## src/rtl/pwp_pkg.sv

```systemverilog
package pwp_pkg;

    typedef enum logic [1:0] {
        PS_GUARD   = 2'd0,
        PS_RECOVER = 2'd1,
        PS_OPEN    = 2'd2,
        PS_DRAIN   = 2'd3
    } pstate_e;

    typedef struct packed {
        pstate_e state;
        logic    sel_prev;
    } fsm_t;

endpackage

```

## src/rtl/pwp_timer.sv

```systemverilog
module pwp_timer #(
    parameter int unsigned W = 8
) (
    input  logic         clk,
    input  logic         rst_n,
    input  logic         load,
    input  logic [W-1:0] load_val,
    output logic [W-1:0] cnt,
    output logic         zero
);

    logic [W-1:0] cnt_d, cnt_q;

    always_comb begin
        cnt_d = cnt_q;
        if (load) begin
            cnt_d = load_val;
        end else if (cnt_q != '0) begin
            cnt_d = cnt_q - 1'b1;
        end
    end

    always_ff @(posedge clk or negedge rst_n) begin
        if (!rst_n) begin
            cnt_q <= '0;
        end else begin
            cnt_q <= cnt_d;
        end
    end

    assign cnt  = cnt_q;
    assign zero = (cnt_q == '0);

endmodule

```

## src/rtl/pwp_gate.sv

```systemverilog
module pwp_gate (
    input  logic allow,
    input  logic host_sel,
    input  logic host_wr,
    input  logic host_rd,
    output logic core_sel,
    output logic core_wr,
    output logic core_drive
);

    always_comb begin
        core_sel   = allow & host_sel;
        core_wr    = allow & host_sel & host_wr;
        // drivers stay off while a write is active to avoid contention
        core_drive = allow & host_sel & host_rd & ~host_wr;
    end

endmodule

```

## src/rtl/pwp_batt.sv

```systemverilog
module pwp_batt (
    input  logic clk,
    input  logic rst_n,
    input  logic below_swo,
    output logic batt_sel,
    output logic armed
);

    logic armed_d, armed_q;

    always_comb begin
        armed_d = armed_q | ~below_swo;
    end

    always_ff @(posedge clk or negedge rst_n) begin
        if (!rst_n) begin
            armed_q <= 1'b0;
        end else begin
            armed_q <= armed_d;
        end
    end

    assign armed    = armed_q;
    assign batt_sel = armed_q & below_swo;

endmodule

```

## src/rtl/pwr_guard.sv

```systemverilog
module pwr_guard #(
    parameter int unsigned WPT_CYC = 10000,
    parameter int unsigned REC_CYC = 10000000
) (
    input  logic clk,
    input  logic rst_n,
    input  logic host_sel,
    input  logic host_wr,
    input  logic host_rd,
    input  logic pwr_fail,
    input  logic below_swo,
    output logic core_sel,
    output logic core_wr,
    output logic core_drive,
    output logic batt_sel
);

    import pwp_pkg::*;

    localparam int unsigned MAXC  = (WPT_CYC > REC_CYC) ? WPT_CYC : REC_CYC;
    localparam int unsigned CNT_W = $clog2(MAXC + 1);
    localparam logic [CNT_W-1:0] WPT_LD = CNT_W'(WPT_CYC - 1);
    localparam logic [CNT_W-1:0] REC_LD = CNT_W'(REC_CYC - 1);

    fsm_t             cur_q, nxt_d;
    logic             allow;
    logic             tmr_load;
    logic [CNT_W-1:0] tmr_val;
    logic [CNT_W-1:0] tmr_cnt;
    logic             tmr_zero;
    logic             batt_armed;

    always_comb begin
        nxt_d          = cur_q;
        nxt_d.sel_prev = host_sel;
        allow          = 1'b0;
        tmr_load       = 1'b0;
        tmr_val        = '0;
        case (cur_q.state)
            PS_GUARD: begin
                if (!pwr_fail) begin
                    nxt_d.state = PS_RECOVER;
                    tmr_load    = 1'b1;
                    tmr_val     = REC_LD;
                end
            end
            PS_RECOVER: begin
                if (pwr_fail) begin
                    nxt_d.state = PS_GUARD;
                end else if (tmr_zero) begin
                    nxt_d.state = PS_OPEN;
                end
            end
            PS_OPEN: begin
                if (!pwr_fail) begin
                    allow = 1'b1;
                end else if (cur_q.sel_prev && host_sel) begin
                    // access already running: let it drain under timeout
                    allow       = 1'b1;
                    nxt_d.state = PS_DRAIN;
                    tmr_load    = 1'b1;
                    tmr_val     = WPT_LD;
                end else begin
                    nxt_d.state = PS_GUARD;
                end
            end
            PS_DRAIN: begin
                allow = 1'b1;
                if (!host_sel || tmr_zero) begin
                    nxt_d.state = PS_GUARD;
                end
            end
            default: nxt_d.state = PS_GUARD;
        endcase
    end

    always_ff @(posedge clk or negedge rst_n) begin
        if (!rst_n) begin
            cur_q.state    <= PS_GUARD;
            cur_q.sel_prev <= 1'b0;
        end else begin
            cur_q <= nxt_d;
        end
    end

    pwp_timer #(.W(CNT_W)) i_timer (
        .clk      (clk),
        .rst_n    (rst_n),
        .load     (tmr_load),
        .load_val (tmr_val),
        .cnt      (tmr_cnt),
        .zero     (tmr_zero)
    );

    pwp_gate i_gate (
        .allow      (allow),
        .host_sel   (host_sel),
        .host_wr    (host_wr),
        .host_rd    (host_rd),
        .core_sel   (core_sel),
        .core_wr    (core_wr),
        .core_drive (core_drive)
    );

    pwp_batt i_batt (
        .clk       (clk),
        .rst_n     (rst_n),
        .below_swo (below_swo),
        .batt_sel  (batt_sel),
        .armed     (batt_armed)
    );

    a_r6_guard_quiet: assert property (@(posedge clk) disable iff (!rst_n)
        (cur_q.state == PS_GUARD) |-> (!core_sel && !core_wr && !core_drive));

    a_r7_recover_quiet: assert property (@(posedge clk) disable iff (!rst_n)
        (cur_q.state == PS_RECOVER) |-> !core_sel);

    a_r7_open_after_count: assert property (@(posedge clk) disable iff (!rst_n)
        (cur_q.state == PS_OPEN && $past(cur_q.state) == PS_RECOVER)
            |-> ($past(tmr_zero) && !$past(pwr_fail)));

    a_r5_drain_bound: assert property (@(posedge clk) disable iff (!rst_n)
        (cur_q.state == PS_DRAIN) |-> (32'(tmr_cnt) < WPT_CYC));

    a_r4_drain_entry: assert property (@(posedge clk) disable iff (!rst_n)
        (cur_q.state == PS_DRAIN && $past(cur_q.state) == PS_OPEN)
            |-> ($past(host_sel) && $past(pwr_fail)));

    a_r2_write_needs_strobe: assert property (@(posedge clk) disable iff (!rst_n)
        core_wr |-> (host_wr && host_sel));

    a_r9_batt_needs_arm: assert property (@(posedge clk) disable iff (!rst_n)
        batt_sel |-> (below_swo && batt_armed));

endmodule

```

## config.mk

```make
export PLATFORM = sky130hd
export DESIGN_NAME = pwr_guard
export DESIGN_NICKNAME = d
export VERILOG_FILES = /design/src/rtl/pwp_pkg.sv /design/src/rtl/pwp_timer.sv /design/src/rtl/pwp_gate.sv /design/src/rtl/pwp_batt.sv /design/src/rtl/pwr_guard.sv
export SDC_FILE = /design/constraint.sdc
export NUM_CORES = 1
export LEC_CHECK = 0
export ABC_AREA = 1
export BUFFER_PORTS_ARGS = -buffer_cell sky130_fd_sc_hd__buf_2
export CORE_MARGIN = 4
export CORE_UTILIZATION = 60
export CTS_BUF_LIST = sky130_fd_sc_hd__clkbuf_8
export CTS_CLUSTER_SIZE = 14
export DETAILED_ROUTE_END_ITERATION = 7
export PLACE_DENSITY = 0.78
export SLEW_MARGIN = 20
export SYNTH_ARGS = -nofsm -noshare
export SYNTH_HDL_FRONTEND = slang
export SYNTH_SLANG_ARGS = --single-unit
```

## constraint.sdc

```tcl
create_clock -name clk -period 4.18 [get_ports clk]
set_clock_uncertainty 0.2 [all_clocks]
set_input_delay 0.627 -clock clk [delete_from_list [all_inputs] [get_ports clk]]
set_output_delay 0.627 -clock clk [all_outputs]
set_load 0.01 [all_outputs]
```

* Word-level counts from Yosys, hierarchy flattened
Cells that the tools add are included.
Widths: inputs -> output; s select.
** Cells by class
- Bitwise logic cells :: 8
- $add $sub $neg :: 1
- Eq/ne operators :: 7
- Muxes and demuxes :: 19
- Reduce and logical (&&, ||, !) cells :: 8
** Operators by type and width (count)
- $mux 24 :: 3
- $pmux 24 s2 :: 1
- $mux 14 :: 2
- $logic_not 24->1 :: 1
- $reduce_bool 24->1 :: 1
- $sub 24x1->24 const B :: 1
- $mux 2 :: 6
- $pmux 2 s4 :: 1
- $ne 2x2->1 const B :: 3
- $and 1x1->1 :: 5
- $eq 2x2->1 const B :: 2
- $mux 1 :: 4
- $pmux 1 s2 :: 2
- $reduce_and 4->1 :: 1
- $ne 3x3->1 const B :: 1
- $eq 2x1->1 const B :: 1
- $logic_not 2->1 :: 1
- $not 1->1 :: 2
- $reduce_bool 2->1 :: 1
- $logic_and 1x1->1 :: 1
- $logic_not 1->1 :: 1
- $logic_or 1x1->1 :: 1
- $or 1x1->1 :: 1
** Storage, ports and cells
- Flip-flop bits (word level) :: 28
- Word-level logic and storage cells :: 47
- Output and inout port bits :: 4
- Input bits :: 7

* Logic depth before layout (Yosys ltp)
Gate-level depths: netlist of the first run.
- Word-level depth :: 7
- Mapped depth :: 9
- Mapped depth without buffers :: 9

* Hierarchy
From an unflattened synthesis of the first run, not the netlist that was laid out.
** Second synthesis, totals
- Cell total of the unflattened synthesis :: 296
- Area, all modules :: 1880.6 µm²
** Modules (own cells, without submodules)
- pwp_timer :: seq. area each 600.6 µm², cells an instance 254, instances 1, area each 1619.1 µm²
- pwr_guard :: seq. area each 75.1 µm², cells an instance 31, instances 1, area each 198.9 µm²
- pwp_batt :: seq. area each 25.0 µm², cells an instance 5, instances 1, area each 40.0 µm²
- pwp_gate :: seq. area each 0.0 µm², cells an instance 6, instances 1, area each 22.5 µm²

* Worst setup path before layout of the first run
OpenSTA, ideal clock, no wires.
- Path kind :: input to output
- Start point :: input pwr_fail
- End point :: output core_drive
- Slack :: 2.216 ns
- Stages on the path :: 5
- Data required time :: 3.353 ns
- Data arrival time :: 1.137 ns
- Buffers on the path :: 0
- Cell sequence :: inv_1 nand2_1 nand3_1 nand2_1 nor2_1
** Between the ends
- Word-level cells in the longest chain between the ends :: 5
** Ends and longest elaborated chain
- start, declared :: RTL line pwr_guard.sv:10 : input logic pwr_fail,
- $mux 1 :: RTL line pwr_guard.sv:55 : if (!pwr_fail) begin
- $pmux 1 s2 :: RTL line pwr_guard.sv:39 : case (cur_q.state)
- $and 1x1->1 (3 in a row) :: RTL line pwp_gate.sv:15 : core_drive = allow & host_sel & host_rd & ~host_wr;
- end, declared :: RTL line pwr_guard.sv:14 : output logic core_drive,
Every way passes these cells.

* Final worst setup path of the first run
- Start point :: register cur_q[1] in the netlist's numbering
- End point :: output core_drive
** Between the ends
- Word-level cells in the longest chain between the ends :: 5
- Elaborated cells on any way between the ends :: 6
- Those cells by class :: eq/ne: 2; mux: 1; bitwise: 3
** Ends and longest elaborated chain
- start, declared :: RTL line pwr_guard.sv:25 : fsm_t cur_q, nxt_d;
- start signal, assigned :: RTL line pwr_guard.sv:82 : cur_q <= nxt_d;
- $eq 2x2->1 :: RTL line pwr_guard.sv:39
- $pmux 1 s2 * :: RTL line pwr_guard.sv:39
- $and 1x1->1 * (3 in a row) :: RTL line pwp_gate.sv:15
Every way passes the cells marked *; elsewhere a longest branch is shown, timed or not.

==> metrics.yaml, run 1 <==
sta:
  hold_slack_ps: 155
  hold_viol: 0
  min_period_over_period: 0.537
  layout_min_cycle_time_ps: 2250
  setup_viol: 0
  worst_slew_pin_slew_ps: 618
  max_slew_margin: 0.588
  tns_ps: 0
  setup_ws_ps: 1930
  fmax_ghz: 0.445
  rsz0062_at_grt: "false"
  final-max-slew-violation-count: 0
detailed_routing:
  drt_iter0_drc: 95
  via_count: 1677
  vias_per_cell: 5.65
  routed_wl_um: 3940
  antenna_left: 0
  drc: 0
  wl_per_cell_um: 13.2
  dr.pass1.iters: 4
power_and_ir_drop:
  ir_drop_v: 0.000322
  power.total_mw: 0.951
  powerDensity_nw_per_um2: 486
  p_leak_nw: 0.892
synth:
  synth-edff-count: 0
  syn_inst: 254
  synth_warnings: 0
  synth_cell_types: 29
  synth-seq-area-share: 0.382
  avgSynthCellArea_um2: 7.22
  syn_area_um2: 1830
  async_reset_ff_frac: 1.00
  synth-seq-cells: 28
  synth_nets: 263
  ys_dominant_reg_cell: "dfrtp_1"
placement:
  placed_area_um2: 1900
  dp.cells: 293
  gp_congestion: 0.933
  port_buffers: 10
  pre_cts_slack_ps: 1960
  dp_hpwl_um: 3040
floorplan:
  die_w_um: 63.3
  io_pins: 11
  rows: 19
  core_area_um2: 2830
  fp.dieH_um: 63.3
  die_area_um2: 4000
  start_util: 0.648
clock_network:
  cts_sinks: 28
  tritoncts: "yes"
  clockBufferDepth: 2
  cts_resized: 0
  cts_buffers: 3
  cts_hold_buf: 0
  insertion_delay_ps: 270
  clk_pin_slew_ps: 90
  cts_root_buf: "clkbuf_8"
  post_cts.repair.setup_buffers: 0
  htree_num_levels: 1
final_layout:
  final_cell_mix: "57 x nand2_1, 51 x nor2_1, 28 x dfrtp_1, 27 x nand3_1, 25 x inv_1"
  fin_area_um2: 1950
  final_util: 0.691
  layoutNonFillerInstCount: 297
  drive_above_1_share: 0.132
  nFillCells: 260
  final_common_cell: "nand2_1"
  ff_latch_area_um2: 701
  antenna_cells: 0
  multi_input_area_um2: 1010
  nets: 276
  area_delta_synth_final_pct: 6.62
worst_setup_path:
  worstSetupPathType: "reg -> out"
  endpoint_kind: "output pin"
  cp-start-kind: "flip-flop"
  crit_required_ps: 3350
  crit_fanout: 5
  cp.arrival_ps: 1420
run:
  drv_cap: 0
run_status:
  status: "finished, final reports clean"
grt:
  gr-total-overflow: 0
  antenna_found_initial: 0
  grt_use_total: 0.217
  grt_pass1_vias: 1627
  grt_first_pass_wirelength_um: 7110
  grt_max_degree: 29
hold_path:
  hp-class: "in -> async"
## worst max-delay path: stages, from the launching register on
cell and delay, ps:
dfrtp_1 450, nor2_4 170, nand2_1 110, nand3_1 90, nand2_1 80, nor2_1 100, buf_2 140
## power by group
group / internal [mW] / total (mW) / switching, mW
clock: 0.0842 / 0.164 / 0.0800
combinational: 0.133 / 0.380 / 0.248
sequential: 0.334 / 0.406 / 0.0726
## worst paths after layout
path	startpoint	end	slack, ps	cells after the start
setup reg to reg	i_timer.cnt[0]$_DFFE_PN0P_	i_timer.cnt[9]$_DFFE_PN0P_	2020	9
hold reg to reg	i_batt.armed$_DFF_PN0_	i_batt.armed$_DFF_PN0_	280	2
hold / removal	rst_n	i_timer.cnt[16]$_DFFE_PN0P_	160	1
min in group clk	i_batt.armed$_DFF_PN0_	i_batt.armed$_DFF_PN0_	280	2
max in group asynchronous	rst_n	i_timer.cnt[10]$_DFFE_PN0P_	3210	1
setup / recovery	cur_q[1]$_DFFE_PN0P_	core_drive	1930	6
## synth_stat cells, types with 3 or more instances
cell     count  area (um^2)
nand2_2      3         18.8
nor2_4       3         33.8
nor2_2       6         37.5
xor2_1       6         52.6
a21oi_1     13         65.1
nand4_1      9         56.3
inv_1       25         93.8
nor2_1      51          191
nand2_1     57          214
nand3_1     27          135
dfrtp_1     28          701
## cells by family after synthesis
logic type | after synthesis | synth area share
compound gates | 20 | 0.0587
xor+xnor | 8 | 0.0382
fa+ha+maj | 2 | 0.0136
buf+inv | 29 | 0.0689
flops | 28 | 0.382
simple gates | 167 | 0.438
## sequential cells by signal, indices dropped and copies added, names as in the netlist
register and cells:
i_timer.cnt 24, cur_q 3, i_batt.armed 1
## layout make-up
type                            instances  area share
Tap cell                               31      0.0198
Sequential cell                        28       0.359
Timing Repair Buffer                   10      0.0256
Clock buffer                            4      0.0282
Multi-Input combinational cell        197       0.515
Inverter                               27      0.0531
## per-layer routing
metal	vias up	global-route usage	wire length, um	share of wire
met2	38	0.356	1870	0.47
met5	-	0	0	0
met4	0	0.0593	21	0.0053
met1	794	0.301	1860	0.47
li1	841	-	-	-
met3	4	0.0284	181	0.046
Power figures use the tool's default switching activity.
==> run 2: changes to the inputs <==
CORE_UTILIZATION = 57   (was 60)
PLACE_DENSITY = 0.77   (was 0.78)
clock period = 1.88 ns   (was 4.18 ns; I/O delays follow)
==> metrics.yaml, run 2 (synthesized netlist as in run 1, its figures left out) <==
clock_network:
  cts_sinks: 28
  cts_buffers: 3
  tritoncts: "yes"
  insertion_delay_ps: 280
  cts_root_buf: "clkbuf_8"
  htree_num_levels: 1
  clk_pin_slew_ps: 100
  clockBufferDepth: 2
sta:
  hold_slack_ps: 160
  layout_min_cycle_time_ps: 1820
  rsz0062_at_grt: "true"
  setup_viol: 0
  final-max-slew-violation-count: 0
  min_period_over_period: 0.968
  hold_viol: 0
  max_slew_margin: 0.572
  tns_ps: 0
  worst_slew_pin_slew_ps: 643
  fmax_ghz: 0.550
floorplan:
  die_area_um2: 4190
  rows: 20
  die_w_um: 64.7
  core_area_um2: 3050
  io_pins: 11
  start_util: 0.600
  fp.dieH_um: 64.7
detailed_routing:
  drc: 0
  routed_wl_um: 4650
  wl_per_cell_um: 14.2
  antenna_left: 0
  dr.pass1.iters: 4
  vias_per_cell: 5.36
  via_count: 1757
  drt_iter0_drc: 151
final_layout:
  final_cell_mix: "55 x nand2_1, 46 x nor2_1, 27 x dfrtp_1, 25 x inv_1, 24 x nand3_1"
  antenna_cells: 0
  area_delta_synth_final_pct: 19.1
  nets: 294
  final_common_cell: "nand2_1"
  fin_area_um2: 2180
  largest_reg_flops: 24
  final_util: 0.715
  drive_above_1_share: 0.218
grt:
  grt_pass1_vias: 1762
  antenna_found_initial: 0
  grt_first_pass_wirelength_um: 8050
  grt_max_degree: 29
  gr-total-overflow: 0
  grt_use_total: 0.246
power_and_ir_drop:
  powerDensity_nw_per_um2: 1130
  p_leak_nw: 0.989
  ir_drop_v: 0.000836
run:
  drv_cap: 0
worst_setup_path:
  worstSetupPathType: "reg -> out"
  endpoint_kind: "output pin"
  cp-start-kind: "flip-flop"
  crit_fanout: 3
  cp.arrival_ps: 1340
  crit_required_ps: 1400
run_status:
  status: "finished, final reports clean"
placement:
  placed_area_um2: 2000
  port_buffers: 10
  gp_congestion: 0.856
  dp_hpwl_um: 3200
hold_path:
  hp-class: "in -> reg"
[run 2: final timing paths]
path / from / to / slack (ps) / depth (start not counted)
setup reg to reg: i_timer.cnt[1]$_DFFE_PN0P_ / i_timer.cnt[16]$_DFFE_PN0P_ / 80 / 7
min in group asynchronous: rst_n / i_timer.cnt[22]$_DFFE_PN0P_ / 350 / 2
hold reg to reg: i_batt.armed$_DFF_PN0_ / i_batt.armed$_DFF_PN0_ / 280 / 2
hold / removal: pwr_fail / cur_q[2]$_DFFE_PN0P_ / 160 / 4
max in group asynchronous: rst_n / cur_q[1]$_DFFE_PN0P_ / 680 / 2
setup / recovery: cur_q[2]$_DFFE_PN0P_ / core_wr / 60 / 7
[run 2: what timing repair did]
action,CTS,global route
setup buffers,2,2
resized for setup,1,15
endpoints found under the hold margin,30,0
cloned,0,0
endpoints found under the setup margin,2,20
pin swaps,0,3
hold buffers,3,0
[run 2: final cells by class]
cell class              instances  area (um^2)
multi-input cells             197         1060
well taps                      44         55.1
clock buffers                   3         41.3
fillers                       261          870
clock inverters                 1         30.0
repair buffers                 28          193
flip-flops and latches         28          702
inverters                      27          104
[run 2: metrics by stage]
step | total power [mW] | setup WS, ps | instances
finish | 2.46 | 60.6 | 328
global route | 2.65 | -65.2 | 328
CTS | 2.38 | 3.63 | 326
detailed placement | 1.85 | 126 | 317
global placement | 1.84 | 136 | 317
floorplan | 1.57 | 183 | 254
[run 2: where the power goes]
group          switching [mW]  total (mW)  leakage [nW]  internal [mW]
clock                   0.203       0.488        0.0357          0.286
combinational           0.655        1.09         0.627          0.434
sequential              0.135       0.878         0.327          0.744
total                   0.992        2.46         0.989           1.46
[run 2: routing by layer]
| layer | track usage | share of wire |
|---|---|---|
| met5 | 0 | 0 |
| met2 | 0.402 | 0.50 |
| met1 | 0.327 | 0.44 |
| met3 | 0.0277 | 0.040 |
| met4 | 0.106 | 0.020 |
[run 2: critical path: stages, from the launching register on]
cell and delay, ps:
dfrtp_1 370, inv_2 60, nor2_4 160, nand2_2 90, nand3_2 80, nand2_2 70, nor2_1 90, buf_2 130
==> run 3: changes to the inputs <==
CORE_UTILIZATION = 54   (was 57)
CTS_BUF_LIST = default   (was sky130_fd_sc_hd__clkbuf_8)
PLACE_DENSITY = 0.74   (was 0.77)
==> metrics.yaml, run 3 (synthesized netlist as in run 1, its figures left out) <==
final_layout:
  antenna_cells: 0
  final_util: 0.707
  final_cell_mix: "54 x nand2_1, 47 x nor2_1, 28 x dfrtp_1, 25 x inv_1, 24 x nand3_1"
  nets: 299
  fin_area_um2: 2230
  largest_reg_flops: 24
  area_delta_synth_final_pct: 21.6
  drive_above_1_share: 0.232
  final_common_cell: "nand2_1"
power_and_ir_drop:
  p_leak_nw: 1.02
  combPwrFrac: 0.464
  power.total_mw: 2.41
  ir_drop_v: 0.000867
  internal_power_mw: 1.41
  powerDensity_nw_per_um2: 1080
  clkPwrFrac: 0.171
  pwr-share-seq: 0.365
  power.switching_mw: 1.00
  p_sw_frac: 0.415
placement:
  placed_area_um2: 2000
  gp_congestion: 0.901
  dp_hpwl_um: 3300
  port_buffers: 10
detailed_routing:
  dr.pass1.iters: 5
  via_count: 1769
  antenna_left: 0
  drc: 0
  drt_iter0_drc: 104
  vias_per_cell: 5.31
  wl_per_cell_um: 14.2
  routed_wl_um: 4740
floorplan:
  die_w_um: 66.3
  core_area_um2: 3150
  die_area_um2: 4390
  fp.dieH_um: 66.3
  io_pins: 11
  start_util: 0.581
  rows: 20
run:
  drv_cap: 0
worst_setup_path:
  reg2reg_from: "i_timer.cnt[0]$_DFFE_PN0P_"
  cp.arrival_ps: 1380
  worstSetupPathType: "reg -> out"
  endpoint_kind: "output pin"
  crit_fanout: 3
  cp-start-kind: "flip-flop"
  crit_required_ps: 1400
  rr_endpoint: "i_timer.cnt[6]$_DFFE_PN0P_"
  reg2reg_slack_ps: 40
  setup.worst_path.start: "cur_q[2]$_DFFE_PN0P_"
  reg2regPathDepth: 7
grt:
  antenna_found_initial: 0
  use_met1: 0.296
  grt_max_degree: 29
  gr-total-overflow: 0
  met3_usage: 0.0357
  grt_use_met2: 0.401
  grt_pass1_vias: 1757
  grt-busiest-layer: "met2"
  grt_first_pass_wirelength_um: 7870
  grt_use_total: 0.233
sta:
  hold_viol: 0
  min_period_over_period: 0.989
  rsz0062_at_grt: "true"
  hold_slack_ps: 72.4
  worst_slew_pin_slew_ps: 640
  setup_viol: 0
  layout_min_cycle_time_ps: 1860
  final-max-slew-violation-count: 0
  max_slew_margin: 0.573
  fmax_ghz: 0.538
clock_network:
  cts_root_buf: "clkbuf_4"
  clockBufferDepth: 2
  tritoncts: "yes"
  cts_sinks: 28
  clk_pin_slew_ps: 150
  insertion_delay_ps: 350
  htree_num_levels: 1
  cts_buffers: 3
hold_path:
  hp-start: "pwr_fail"
  holdPathEnd: "cur_q[2]$_DFFE_PN0P_"
  hp-class: "in -> reg"
  hold_depth: 4
run_status:
  status: "finished, final reports clean"
==> run 3: how the worst max path moves through the flow <==
| stage | depth (start not counted) | end | slack (ps) |
|---|---|---|---|
| 2_1_floorplan | 8 | i_timer.cnt[22]$_DFFE_PN0P_ | 180 |
| 3_3_place_gp | 6 | i_timer.cnt[13]$_DFFE_PN0P_ | 140 |
| 3_5_place_dp | 7 | i_timer.cnt[6]$_DFFE_PN0P_ | 100 |
| 4_1_cts | 7 | core_drive | 10 |
| 5_1_grt | 6 | core_wr | -110 |
| 6_report | 7 | core_drive | 20 |
==> run 3: area by class of cell <==
cell class / count / area, um^2
clock buffer: 3 / 22.5
timing repair buffer: 33 / 243
clock inverter: 1 / 30.0
multi-input combinational: 197 / 1070
sequential: 28 / 701
tap: 44 / 55.1
fill: 283 / 923
inverter: 27 / 104
==> run 3: critical path, stage by stage, from the launching register on <==
cell and delay [ps]:
dfrtp_1 410, inv_2 60, nor2_4 120, nand3_2 90, nand3_2 80, nand2_2 60
nor2_1 80, buf_2 130
==> run 3: routing by layer <==
| metal | vias to the layer above | part of all wire |
|---|---|---|
| met5 | - | 0 |
| met4 | 0 | 0.0084 |
| met3 | 5 | 0.041 |
| met2 | 40 | 0.51 |
| met1 | 831 | 0.44 |
| li1 | 893 | - |
==> run 3: power groups by stage <==
| stage | logic (mW) | registers, mW | clock network, mW |
|---|---|---|---|
| 4_1_cts | 1.03 | 0.871 | 0.414 |
| 2_1_floorplan | 0.690 | 0.877 | 0 |
| 6_report | 1.12 | 0.879 | 0.412 |
| 3_3_place_gp | 0.946 | 0.899 | 0 |
| 3_5_place_dp | 0.962 | 0.898 | 0 |
| 5_1_grt | 1.27 | 0.900 | 0.436 |
==> run 3: metrics by stage <==
step | setup WS (ps) | TNS, ps | cells
finish | 20.8 | 0 | 333
global route | -110 | -377 | 333
CTS | 14.2 | 0 | 327
detailed placement | 98.8 | 0 | 317
global placement | 139 | 0 | 317
floorplan | 183 | 0 | 254
==> run 3: timing repair <==
| item | 4_1_cts | 5_1_grt |
|---|---|---|
| hold buffers | 3 | 0 |
| setup endpoints to repair | 3 | 22 |
| endpoints found under the hold margin | 30 | 0 |
| pin swaps | 1 | 4 |
| resized for setup | 1 | 16 |
| setup buffers | 3 | 7 |
